$ cat config.mk
export PLATFORM = sky130hd
export DESIGN_NAME = modem_line_ctl
export DESIGN_NICKNAME = d
export VERILOG_FILES = /design/src/rtl/mdm_pkg.sv /design/src/rtl/mdm_sync.sv /design/src/rtl/mdm_delta.sv /design/src/rtl/mdm_ctrl.sv /design/src/rtl/modem_line_ctl.sv
export SDC_FILE = /design/constraint.sdc
export NUM_CORES = 1
export LEC_CHECK = 0
export ABC_AREA = 1
export BUFFER_PORTS_ARGS = -buffer_cell sky130_fd_sc_hd__clkbuf_2
export CAP_MARGIN = 20
export CORE_UTILIZATION = 40
export DETAILED_ROUTE_END_ITERATION = 8
export PLACE_DENSITY_LB_ADDON = 0.3
export RECOVER_POWER = 25
export SYNTH_ARGS = -nofsm -noshare
export SYNTH_HDL_FRONTEND = slang
export SYNTH_HIERARCHICAL = 1
export SYNTH_SLANG_ARGS = --single-unit
$ cat constraint.sdc
create_clock -name clk -period 1.2 [get_ports clk]
set_clock_uncertainty 0.2 [all_clocks]
set_input_delay 0.24 -clock clk [delete_from_list [all_inputs] [get_ports clk]]
set_output_delay 0.24 -clock clk [all_outputs]
set_load 0.05 [all_outputs]
$ cat src/rtl/mdm_pkg.sv
`timescale 1ns/1ps
// Package mdm_pkg
// Shared constants for the modem line unit: line indices (these also set the
// order of the status bits) and the control word field positions.
package mdm_pkg;
    localparam int NLINES   = 4;
    localparam int LN_CTS   = 0;
    localparam int LN_DSR   = 1;
    localparam int LN_RI    = 2;
    localparam int LN_DCD   = 3;
    localparam int CTL_W    = 8;
    localparam int CTL_DTR  = 0;
    localparam int CTL_RTS  = 1;
    localparam int CTL_MSIE = 3;
    localparam logic [CTL_W-1:0] CTL_MASK =
        CTL_W'((1 << CTL_DTR) | (1 << CTL_RTS) | (1 << CTL_MSIE));
    // Lines whose flag fires only on a rising pin (end of ring)
    localparam logic [NLINES-1:0] RISE_ONLY = NLINES'(1 << LN_RI);
endpackage

$ cat src/rtl/mdm_sync.sv
`timescale 1ns/1ps
// Module mdm_sync
// Multi-flop synchronizer for a vector of asynchronous pins.
// Assumes each bit is independent; no bus coherency is implied.
// Reset value is RST_VAL so that idle-high pins produce no spurious edge.
module mdm_sync #(
    parameter int          W       = 4,
    parameter int          STAGES  = 2,
    parameter logic [W-1:0] RST_VAL = '1
) (
    input  logic         clk,
    input  logic         rst_n,
    input  logic [W-1:0] d_i,
    output logic [W-1:0] q_o
);
    logic [STAGES-1:0][W-1:0] chain_q;

    // Shift the pin vector through STAGES flops
    always_ff @(posedge clk) begin
        if (!rst_n) begin
            chain_q <= {STAGES{RST_VAL}};
        end else begin
            chain_q[0] <= d_i;
            for (int k = 1; k < STAGES; k++) begin
                chain_q[k] <= chain_q[k-1];
            end
        end
    end

    assign q_o = chain_q[STAGES-1];

    initial begin
        AST_SYNC_DEPTH: assert (STAGES >= 2);
    end
endmodule

$ cat src/rtl/mdm_delta.sv
`timescale 1ns/1ps
// Module mdm_delta
// Change detection and sticky change flags for the synchronized modem pins.
// Assumes pin_s_i is already synchronous. Lines marked in RISE_ONLY flag only
// a low-to-high pin transition; the others flag either direction.
// clr_i clears the flags at the edge, but an event at that edge survives.
module mdm_delta
    import mdm_pkg::*;
(
    input  logic              clk,
    input  logic              rst_n,
    input  logic [NLINES-1:0] pin_s_i,
    input  logic              clr_i,
    output logic [NLINES-1:0] lvl_o,
    output logic [NLINES-1:0] flg_o
);
    logic [NLINES-1:0] prev_q;
    logic [NLINES-1:0] flg_q;
    logic [NLINES-1:0] evt;

    // Per-line event: rising pin only, or any change
    for (genvar i = 0; i < NLINES; i++) begin : g_evt
        if (RISE_ONLY[i]) begin : g_rise
            assign evt[i] = pin_s_i[i] & ~prev_q[i];
        end else begin : g_any
            assign evt[i] = pin_s_i[i] ^ prev_q[i];
        end
    end

    // Remember last synchronized pin state
    always_ff @(posedge clk) begin
        if (!rst_n) prev_q <= '1;
        else        prev_q <= pin_s_i;
    end

    // Sticky flags: read clears, new event wins over the clear
    always_ff @(posedge clk) begin
        if (!rst_n) flg_q <= '0;
        else        flg_q <= (clr_i ? '0 : flg_q) | evt;
    end

    assign lvl_o = ~pin_s_i;
    assign flg_o = flg_q;

    AST_FLAGS_STICKY: assert property (@(posedge clk) disable iff (!rst_n)
        !clr_i |=> ((flg_q & $past(flg_q)) == $past(flg_q)));
    AST_READ_CLEARS: assert property (@(posedge clk) disable iff (!rst_n)
        (clr_i && (evt == '0)) |=> (flg_q == '0));
    AST_EVENT_KEPT: assert property (@(posedge clk) disable iff (!rst_n)
        (evt != '0) |=> ((flg_q & $past(evt)) == $past(evt)));
endmodule

$ cat src/rtl/mdm_ctrl.sv
`timescale 1ns/1ps
// Module mdm_ctrl
// Control word register and the active-low handshake outputs it drives.
// Assumes a single-cycle write strobe; bits outside CTL_MASK are dropped.
module mdm_ctrl
    import mdm_pkg::*;
(
    input  logic             clk,
    input  logic             rst_n,
    input  logic             wr_i,
    input  logic [CTL_W-1:0] wd_i,
    output logic [CTL_W-1:0] ctl_o,
    output logic             dtr_n_o,
    output logic             rts_n_o
);
    logic [CTL_W-1:0] ctl_q;

    // Store implemented control bits on a write
    always_ff @(posedge clk) begin
        if (!rst_n)    ctl_q <= '0;
        else if (wr_i) ctl_q <= wd_i & CTL_MASK;
    end

    assign ctl_o   = ctl_q;
    assign dtr_n_o = ~ctl_q[CTL_DTR];
    assign rts_n_o = ~ctl_q[CTL_RTS];

    AST_DTR_TRACKS: assert property (@(posedge clk) disable iff (!rst_n)
        wr_i |=> (dtr_n_o == !$past(wd_i[CTL_DTR])));
    AST_CTL_HOLDS: assert property (@(posedge clk) disable iff (!rst_n)
        !wr_i |=> $stable(ctl_q));
endmodule

$ cat src/rtl/modem_line_ctl.sv
`timescale 1ns/1ps
// Module modem_line_ctl
// Modem-line status and control for one serial channel. Synchronizes four
// active-low modem pins, builds the status word {levels, flags}, holds the
// control word and raises an enabled modem-status interrupt.
// Assumes stat_rd_i is one cycle per host read; DCD feeds no receive logic.
module modem_line_ctl
    import mdm_pkg::*;
#(
    parameter int SYNC_STAGES = 2
) (
    input  logic       clk,
    input  logic       rst_n,
    input  logic       cts_n_i,
    input  logic       dsr_n_i,
    input  logic       ri_n_i,
    input  logic       dcd_n_i,
    input  logic       stat_rd_i,
    output logic [7:0] stat_q_o,
    input  logic       ctl_wr_i,
    input  logic [7:0] ctl_wd_i,
    output logic [7:0] ctl_q_o,
    output logic       dtr_n_o,
    output logic       rts_n_o,
    output logic       msi_irq_o
);
    logic [NLINES-1:0] pins_raw;
    logic [NLINES-1:0] pins_s;
    logic [NLINES-1:0] lvl;
    logic [NLINES-1:0] flg;
    logic [CTL_W-1:0]  ctl;

    // Gather pins in line-index order
    always_comb begin
        pins_raw         = '1;
        pins_raw[LN_CTS] = cts_n_i;
        pins_raw[LN_DSR] = dsr_n_i;
        pins_raw[LN_RI]  = ri_n_i;
        pins_raw[LN_DCD] = dcd_n_i;
    end

    mdm_sync #(.W(NLINES), .STAGES(SYNC_STAGES), .RST_VAL('1)) u_sync (
        .clk   (clk),
        .rst_n (rst_n),
        .d_i   (pins_raw),
        .q_o   (pins_s)
    );

    mdm_delta u_delta (
        .clk     (clk),
        .rst_n   (rst_n),
        .pin_s_i (pins_s),
        .clr_i   (stat_rd_i),
        .lvl_o   (lvl),
        .flg_o   (flg)
    );

    mdm_ctrl u_ctrl (
        .clk     (clk),
        .rst_n   (rst_n),
        .wr_i    (ctl_wr_i),
        .wd_i    (ctl_wd_i),
        .ctl_o   (ctl),
        .dtr_n_o (dtr_n_o),
        .rts_n_o (rts_n_o)
    );

    // Assemble status word and interrupt
    always_comb begin
        stat_q_o  = {lvl, flg};
        ctl_q_o   = ctl;
        msi_irq_o = ctl[CTL_MSIE] & (|flg);
    end

    AST_IRQ_HAS_SOURCE: assert property (@(posedge clk) disable iff (!rst_n)
        msi_irq_o |-> (stat_q_o[3:0] != 4'h0));
    AST_IRQ_NEEDS_ENABLE: assert property (@(posedge clk) disable iff (!rst_n)
        msi_irq_o |-> ctl_q_o[CTL_MSIE]);
endmodule

# Word level (Yosys, flattened, before mapping)
# Index checks and enable logic that the tools add are counted.
[word_totals] ff_bits=19
[op_classes] n_reduce_logical=1 n_mux=1 bitwise_logic=10
[ops] operator="4-bit two-way mux" n=1
[ops] operator="4-bit NOT" n=1
[ops] operator="4-bit bitwise OR" n=1
[ops] operator="4-bit OR reduction" n=1
[ops] operator="1-bit NOT" n=3
[ops] operator="1-bit bitwise XOR" n=3
[ops] operator="1-bit bitwise AND" n=2

# Depth between registers and ports, before layout
# Gate-level depths: netlist (run 1).
[logic_depth] depth_word=3 ltp_mapped=6

# Modules after synthesis
# Netlist (run 1), hierarchy kept.
[modules_own_cells] module="mdm_delta" seq_area_each_um2=160.2 area_per_inst_um2=317.8 cells_per_inst=43 n_inst=1
[modules_own_cells] module="mdm_sync" seq_area_each_um2=160.2 area_per_inst_um2=255.2 cells_per_inst=29 n_inst=1
[modules_own_cells] module="mdm_ctrl" seq_area_each_um2=60.1 area_per_inst_um2=165.2 cells_per_inst=26 n_inst=1
[modules_own_cells] module="modem_line_ctl" seq_area_each_um2=0.0 area_per_inst_um2=16.3 cells_per_inst=4 n_inst=1

# Worst setup path after synthesis (run 1)
# No wires, ideal clock.
[synth_timing] kind="reg-to-output" start="register u_delta.flg_q[1] (netlist: u_delta/flg_o[1])" end="output port msi_irq_o" required_time_ns=0.760 path_slack_ns=-0.769 t_arrival_ns=1.529 path_stages_with_launch=3 path_cell_list="dfxtp_1 > nor2_1 > a21oi_1"
[synth_via] elab_chain_cells=2
[synth_rtl] element="from (decl)" line="mdm_delta.sv:18" source="logic [NLINES-1:0] flg_q;"
[synth_rtl] element="from (signal assigned)" line="mdm_delta.sv:39" source="else flg_q <= (clr_i ? '0 : flg_q) | evt;"
[synth_rtl] element="4-bit OR reduction" line="modem_line_ctl.sv:72" source="msi_irq_o = ctl[CTL_MSIE] & (|flg);"
[synth_rtl] element="1-bit bitwise AND" line="modem_line_ctl.sv:72"
[synth_rtl] element="to (decl)" line="modem_line_ctl.sv:25" source="output logic msi_irq_o"
# Every way passes these cells.

# Worst setup path after layout (run 1)
[layout_timing] start="register u_delta.flg_q[3] (netlist: u_delta/flg_o[3])" end="output port msi_irq_o"
# Same word-level chain as after synthesis.

==> results.json, run 1 <==
{
  "status": "finished, violations left",
  "violations": "setup timing",
  "synth_common_cells": "nand2_1 (31), inv_1 (22), dfxtp_1 (19)",
  "firstDrtPassIters": 4,
  "cts_root_buf": "clkbuf_4",
  "die_h_um": 45.4,
  "fin_cells": 166,
  "start_kind": "register",
  "syn_area_per_cell_um2": 7.40,
  "synth_edf_count": 0,
  "numCtsBuffers": 3,
  "dieArea_um2": 2060,
  "drtIter0Drc": 11,
  "ys.flop_type": "dfxtp_1",
  "layout-drive-gt1-share_pct": 44.7,
  "syn_inst": 102,
  "place_ws_ns": -0.0528,
  "min-delay-start": "stat_rd_i",
  "core_um2": 1750,
  "final_nets": 158,
  "synth_seq_cells": 19,
  "cp.arrival_ns": 1.02,
  "dpl.hpwl_um": 827,
  "insertion_delay_ns": 0.29,
  "yosysMostFrequentCell": "nand2_1",
  "cp_max_fo": 2,
  "clockBufferDepth": 2,
  "cts_sinks": 19,
  "cts_max_level": 1,
  "gp_congestion": 0.688,
  "initial_utilization_pct": 43.2,
  "r2r_start": "u_sync/q_o[3]$_SDFF_PN1_",
  "switching_power_w": 0.000416,
  "grt_use_total_pct": 16.7,
  "vias_per_cell": 4.02,
  "syn_to_final_growth_pct": 74.0,
  "share_comb_of_total_power_pct": 26.8,
  "cp.required_ns": 0.76,
  "r2r_cells": 7,
  "critical_path_class": "register to output pin",
  "synth_top_area_share_pct": 50.4,
  "slew_violations": 0,
  "syn_area_um2": 754,
  "ios": 35,
  "grt_start_max_net_pins": 20,
  "crit_path_end": "msi_irq_o",
  "port_buffers": 24,
  "wl_per_cell_um": 9.71,
  "n_antenna_cell": 0,
  "ys_seq_area_share_pct": 50.4,
  "max_freq_mhz": 687,
  "rows": 15,
  "powerDensity_nw_per_um2": 1040,
  "hp-class": "primary input to register",
  "timing.hold.ws_ns": 0.0361,
  "clk_pin_slew_worst_paths_ns": 0.11,
  "r2r_slack_ns": 0.07,
  "crit_path_end_kind": "output pin",
  "p_int_w": 0.000946,
  "rsz0062_at_grt": "true",
  "post-route-util_pct": 75.2,
  "finalPower_w": 0.00136,
  "grt_pass1_vias": 575,
  "cts_tree": "built",
  "ys_types": 14,
  "synth_area_leaders": "dfxtp_1 (50%), nand2_1 (15%), inv_1 (11%)",
  "dp_cells": 149,
  "r2r_end": "u_delta/flg_o[3]$_SDFF_PN0_",
  "p_sw_share_pct": 30.5,
  "die_x_um": 45.4,
  "finalWirelength_mm": 1.61,
  "cp-startpoint": "u_delta/flg_o[3]$_SDFF_PN0_",
  "vdd_drop_max_uv": 597,
  "cap_violations": 0,
  "leakage_nw": 0.727,
  "p_seq_share_pct": 50.0,
  "period_share_pct": 121,
  "period_minus_slack_ns": 1.46,
  "yosys_warnings": 6,
  "grt_pass1_wl_mm": 2.34,
  "clockPowerShare_pct": 23.2,
  "antenna_found_initial": 0,
  "finalSetupViolCount": 14,
  "ant_nets": 0,
  "synth-async-reset-ratio_pct": 0,
  "overflow": 0,
  "finalHoldViolations": 0,
  "synth_top_area_cell": "dfxtp_1",
  "setup_ws_ns": -0.256,
  "vias": 668,
  "drcViolationCount": 0
}
==> cells in the final DEF (no fill, tap or decap) <==
cell and count:
nor2_1 6, a21oi_4 1, dfxtp_2 7, buf_6 4, dlygate4sd3_1 7, a21boi_2 1, clkbuf_2 10, clkinv_2 1
inv_2 7, nor2_4 2, nand3_1 2, clkbuf_16 9, dfxtp_1 8, dfxtp_4 4, buf_4 7, nand3_2 1
nand2_1 31, conb_1 5, buf_8 5, nand2_2 1, clkbuf_4 3, inv_1 19
==> per-layer routing <==
| metal | global-route usage, % | part of all wire, % | wire (um) |
|---|---|---|---|
| met1 | 16.6 | 40 | 650 |
| met5 | 0 | 0 | 0 |
| met2 | 29.7 | 55 | 889 |
| met4 | 14.5 | 2.2 | 35 |
| met3 | 2.38 | 2.4 | 38 |
==> cell families (layout without fill, tap and decap cells) <==
family                 after synthesis  after routing  share of synthesized area (%)
buffers and inverters               37             72                           24.0
DFF                                 19             19                           50.4
other                                1              5                          0.497
AOI/OAI and AO/OA                    2              2                           2.16
and+or+nand+nor                     43             43                           22.9
==> state kept, by name (all words and copies together) (netlist names) <==
register and cells:
u_sync/chain_q 4, u_ctrl/ctl_o 3, u_delta/flg_o 4, u_sync/q_o 4, u_delta/prev_q 4
==> metrics by stage <==
step	instance area, um2	TNS, ns
after floorplan	790	-0.200
after global placement	895	-0.0197
after detailed placement	895	-0.0528
after CTS	1260	-1.97
after global routing	1310	-2.34
final	1310	-1.78
==> worst max-delay path: stages, from the launching register on <==
cell and delay, ns:
dfxtp_4 0.38, nor2_4 0.04, a21oi_4 0.14, buf_8 0.16
==> worst min path at each step <==
stage                                   end  slack (ns)  cells past startpoint
2_1_floorplan  u_sync/chain_q[0]$_SDFF_PN1_        0.12                      2
3_3_place_gp       u_sync/q_o[3]$_SDFF_PN1_        0.18                      2
3_5_place_dp       u_sync/q_o[0]$_SDFF_PN1_        0.19                      2
4_1_cts         u_delta/flg_o[2]$_SDFF_PN0_        0.02                      4
5_1_grt         u_delta/flg_o[2]$_SDFF_PN0_        0.03                      4
6_report        u_delta/flg_o[2]$_SDFF_PN0_        0.04                      4
==> cell type report <==
class | instances | area (um2)
Fill cell | 120 | 433
Multi-Input combinational cell | 50 | 234
Timing Repair Buffer | 42 | 518
Inverter | 26 | 97.6
Sequential cell | 19 | 404
Clock inverter | 1 | 5.00
Tap cell | 25 | 31.3
Clock buffer | 3 | 22.5
==> power groups by stage <==
stage,sequential [W],clock (W),combinational [W]
global placement,0.000689,0,0.000241
floorplan,0.000735,0,0.000160
global route,0.000685,0.000359,0.000384
finish,0.000681,0.000315,0.000366
CTS,0.000682,0.000331,0.000346
detailed placement,0.000691,0,0.000244
==> timing repair <==
item                                   in CTS  in global routing
endpoints found under the hold margin       7                  0
resized for setup                          49                 12
setup buffers                               3                  3
setup endpoints to repair                  14                 14
hold buffers                                7                  0
pin swaps                                   0                  1
(Power assumes the default switching activity.)
==> run 2, diff against run 1 <==
Clock period 1.2 ns to 1.6 ns, I/O delays scaled along.
==> run 2 against run 1 <==
Compared with the run above: the run now ends clean; critical path depth is the same; register-to-register slack gained 0.61 ns; core utilization shrank 22 points; non-clock buffer count shrank 14; via count shrank 17%; global-route usage shrank 5.4 points; cell count shrank 8.4%; hold slack gained 0.057 ns; die area is the same; worst setup slack gained 0.32 ns; highest routed layer unchanged.
==> results.json, run 2 (same netlist as run 1, synthesis figures left out) <==
{
  "status": "finished, final reports clean",
  "most-common-layout-cells": "nand2_1 (31), inv_1 (22), clkbuf_2 (22), dfxtp_1 (14), nor2_1 (6)",
  "layout-drive-gt1-share_pct": 33.1,
  "start_kind": "register",
  "max_freq_mhz": 653,
  "relSlewSlack_pct": 48.6,
  "insertion_delay_ns": 0.29,
  "slew_violations": 0,
  "finalPower_w": 0.000927,
  "finalHoldViolations": 0,
  "p_int_w": 0.000637,
  "ios": 35,
  "period_minus_slack_ns": 1.53,
  "p_sw_share_pct": 31.3,
  "cts_tree": "built",
  "cap_violations": 0,
  "drcViolationCount": 0,
  "antenna_found_initial": 0,
  "cp_max_fo": 3,
  "grt_pass1_vias": 394,
  "initial_utilization_pct": 43.2,
  "gp_congestion": 0.655,
  "numCtsBuffers": 3,
  "share_comb_of_total_power_pct": 19.8,
  "port_buffers": 24,
  "vdd_drop_max_uv": 476,
  "core_um2": 1750,
  "crit_path_end_kind": "output pin",
  "final_nets": 144,
  "p_seq_share_pct": 54.8,
  "clockBufferDepth": 2,
  "r2r_slack_ns": 0.68,
  "final_common_cell": "nand2_1",
  "clockPowerShare_pct": 25.4,
  "cts_sinks": 19,
  "slowest_stage": "dfxtp_2",
  "leakage_nw": 0.577,
  "grt_use_total_pct": 11.3,
  "cts_max_level": 1,
  "dieArea_um2": 2060,
  "cp.required_ns": 1.08,
  "cts_root_buf": "clkbuf_4",
  "syn_to_final_growth_pct": 24.0,
  "grt_start_max_net_pins": 20,
  "n_antenna_cell": 0,
  "critical_path_class": "register to output pin",
  "overflow": 0,
  "vias": 557,
  "finalWirelength_mm": 1.10,
  "finalSetupViolCount": 0,
  "setup_ws_ns": 0.0684,
  "clk_pin_slew_worst_paths_ns": 0.11,
  "ant_nets": 0,
  "die_h_um": 45.4,
  "max_stage_delay_ns": 0.37,
  "cpLargestDelayFamily": "flip-flops",
  "dpl.hpwl_um": 798,
  "cp.arrival_ns": 1.01,
  "place_ws_ns": 0.269,
  "vias_per_cell": 3.66,
  "fin_tns_setup_ns": 0,
  "powerDensity_nw_per_um2": 991,
  "firstDrtPassIters": 4,
  "die_x_um": 45.4,
  "wl_per_cell_um": 7.26,
  "hp-class": "primary input to register",
  "tightest_slew_ns": 0.771,
  "period_share_pct": 95.7,
  "drtIter0Drc": 10,
  "grt_pass1_wl_mm": 1.58,
  "crit_buf_inv": 1,
  "rows": 15,
  "path_cells": "nor2_2 > a21oi_4 > buf_8",
  "switching_power_w": 0.000290,
  "rsz0062_at_grt": "false"
}
-- run 2: changes by cell type in the layout (fill, tap and decap cells not counted), moves of 4 or more --
cell and delta:
buf_6 -4, clkbuf_16 -9, dfxtp_1 +6, dfxtp_4 -4, buf_8 -4, clkbuf_2 +12
buf_4 -7
-- run 2: layout make-up --
cell class / count / area, um2
fillers: 181 / 810
flip-flops and latches: 19 / 387
multi-input cells: 50 / 224
repair buffers: 28 / 169
inverters: 26 / 97.6
well taps: 25 / 31.3
clock buffers: 3 / 22.5
clock inverters: 1 / 5.00
-- run 2: layer usage --
layer | GRT usage, % | part of all wire, %
met3 | 3.57 | 3.6
met2 | 16.0 | 48
met5 | 0 | 0
met1 | 13.9 | 48
met4 | 9.09 | 1.1
-- run 2: repair_timing --
item | 4_1_cts | 5_1_grt
gates resized for setup | 4 | 1
endpoints found under the hold margin | 4 | 0
setup endpoints to repair | 1 | 1
setup buffers | 0 | 0
pin swaps | 0 | 0
hold buffers | 4 | 0
-- run 2: tightest hold or removal path, delay by kind of cell --
family	cells	cell delay, ns
buf+inv	2	0.12
simple gates	3	0.12
-- run 2: power groups by stage --
| stage | combinational (W) | clock, W | sequential, W |
|---|---|---|---|
| 2_1_floorplan | 0.000120 | 0 | 0.000551 |
| 3_3_place_gp | 0.000171 | 0 | 0.000518 |
| 3_5_place_dp | 0.000173 | 0 | 0.000519 |
| 4_1_cts | 0.000184 | 0.000247 | 0.000509 |
| 5_1_grt | 0.000198 | 0.000267 | 0.000511 |
| 6_report | 0.000184 | 0.000235 | 0.000508 |
-- run 2: through the flow --
stage                     cells  utilization (%)  area [um2]  hold slack, ns
after floorplan             106                -         787           0.180
after global placement      144             49.0         855           0.183
after detailed placement    144             49.0         855           0.186
after CTS                   152             53.6         936          0.0839
after global routing        152             53.6         936          0.0945
final                       152             53.6         936          0.0928
-- run 2: worst paths after layout --
kind / end / cells past startpoint / from
setup reg to reg: u_delta/flg_o[0]$_SDFF_PN0_ / 5 / u_sync/q_o[0]$_SDFF_PN1_
hold reg to reg: u_sync/q_o[3]$_SDFF_PN1_ / 2 / u_sync/chain_q[3]$_SDFF_PN1_
setup / recovery: msi_irq_o / 3 / u_delta/flg_o[2]$_SDFF_PN0_
hold / removal: u_ctrl/ctl_o[0]$_SDFFE_PN0P_ / 5 / ctl_wd_i[0]
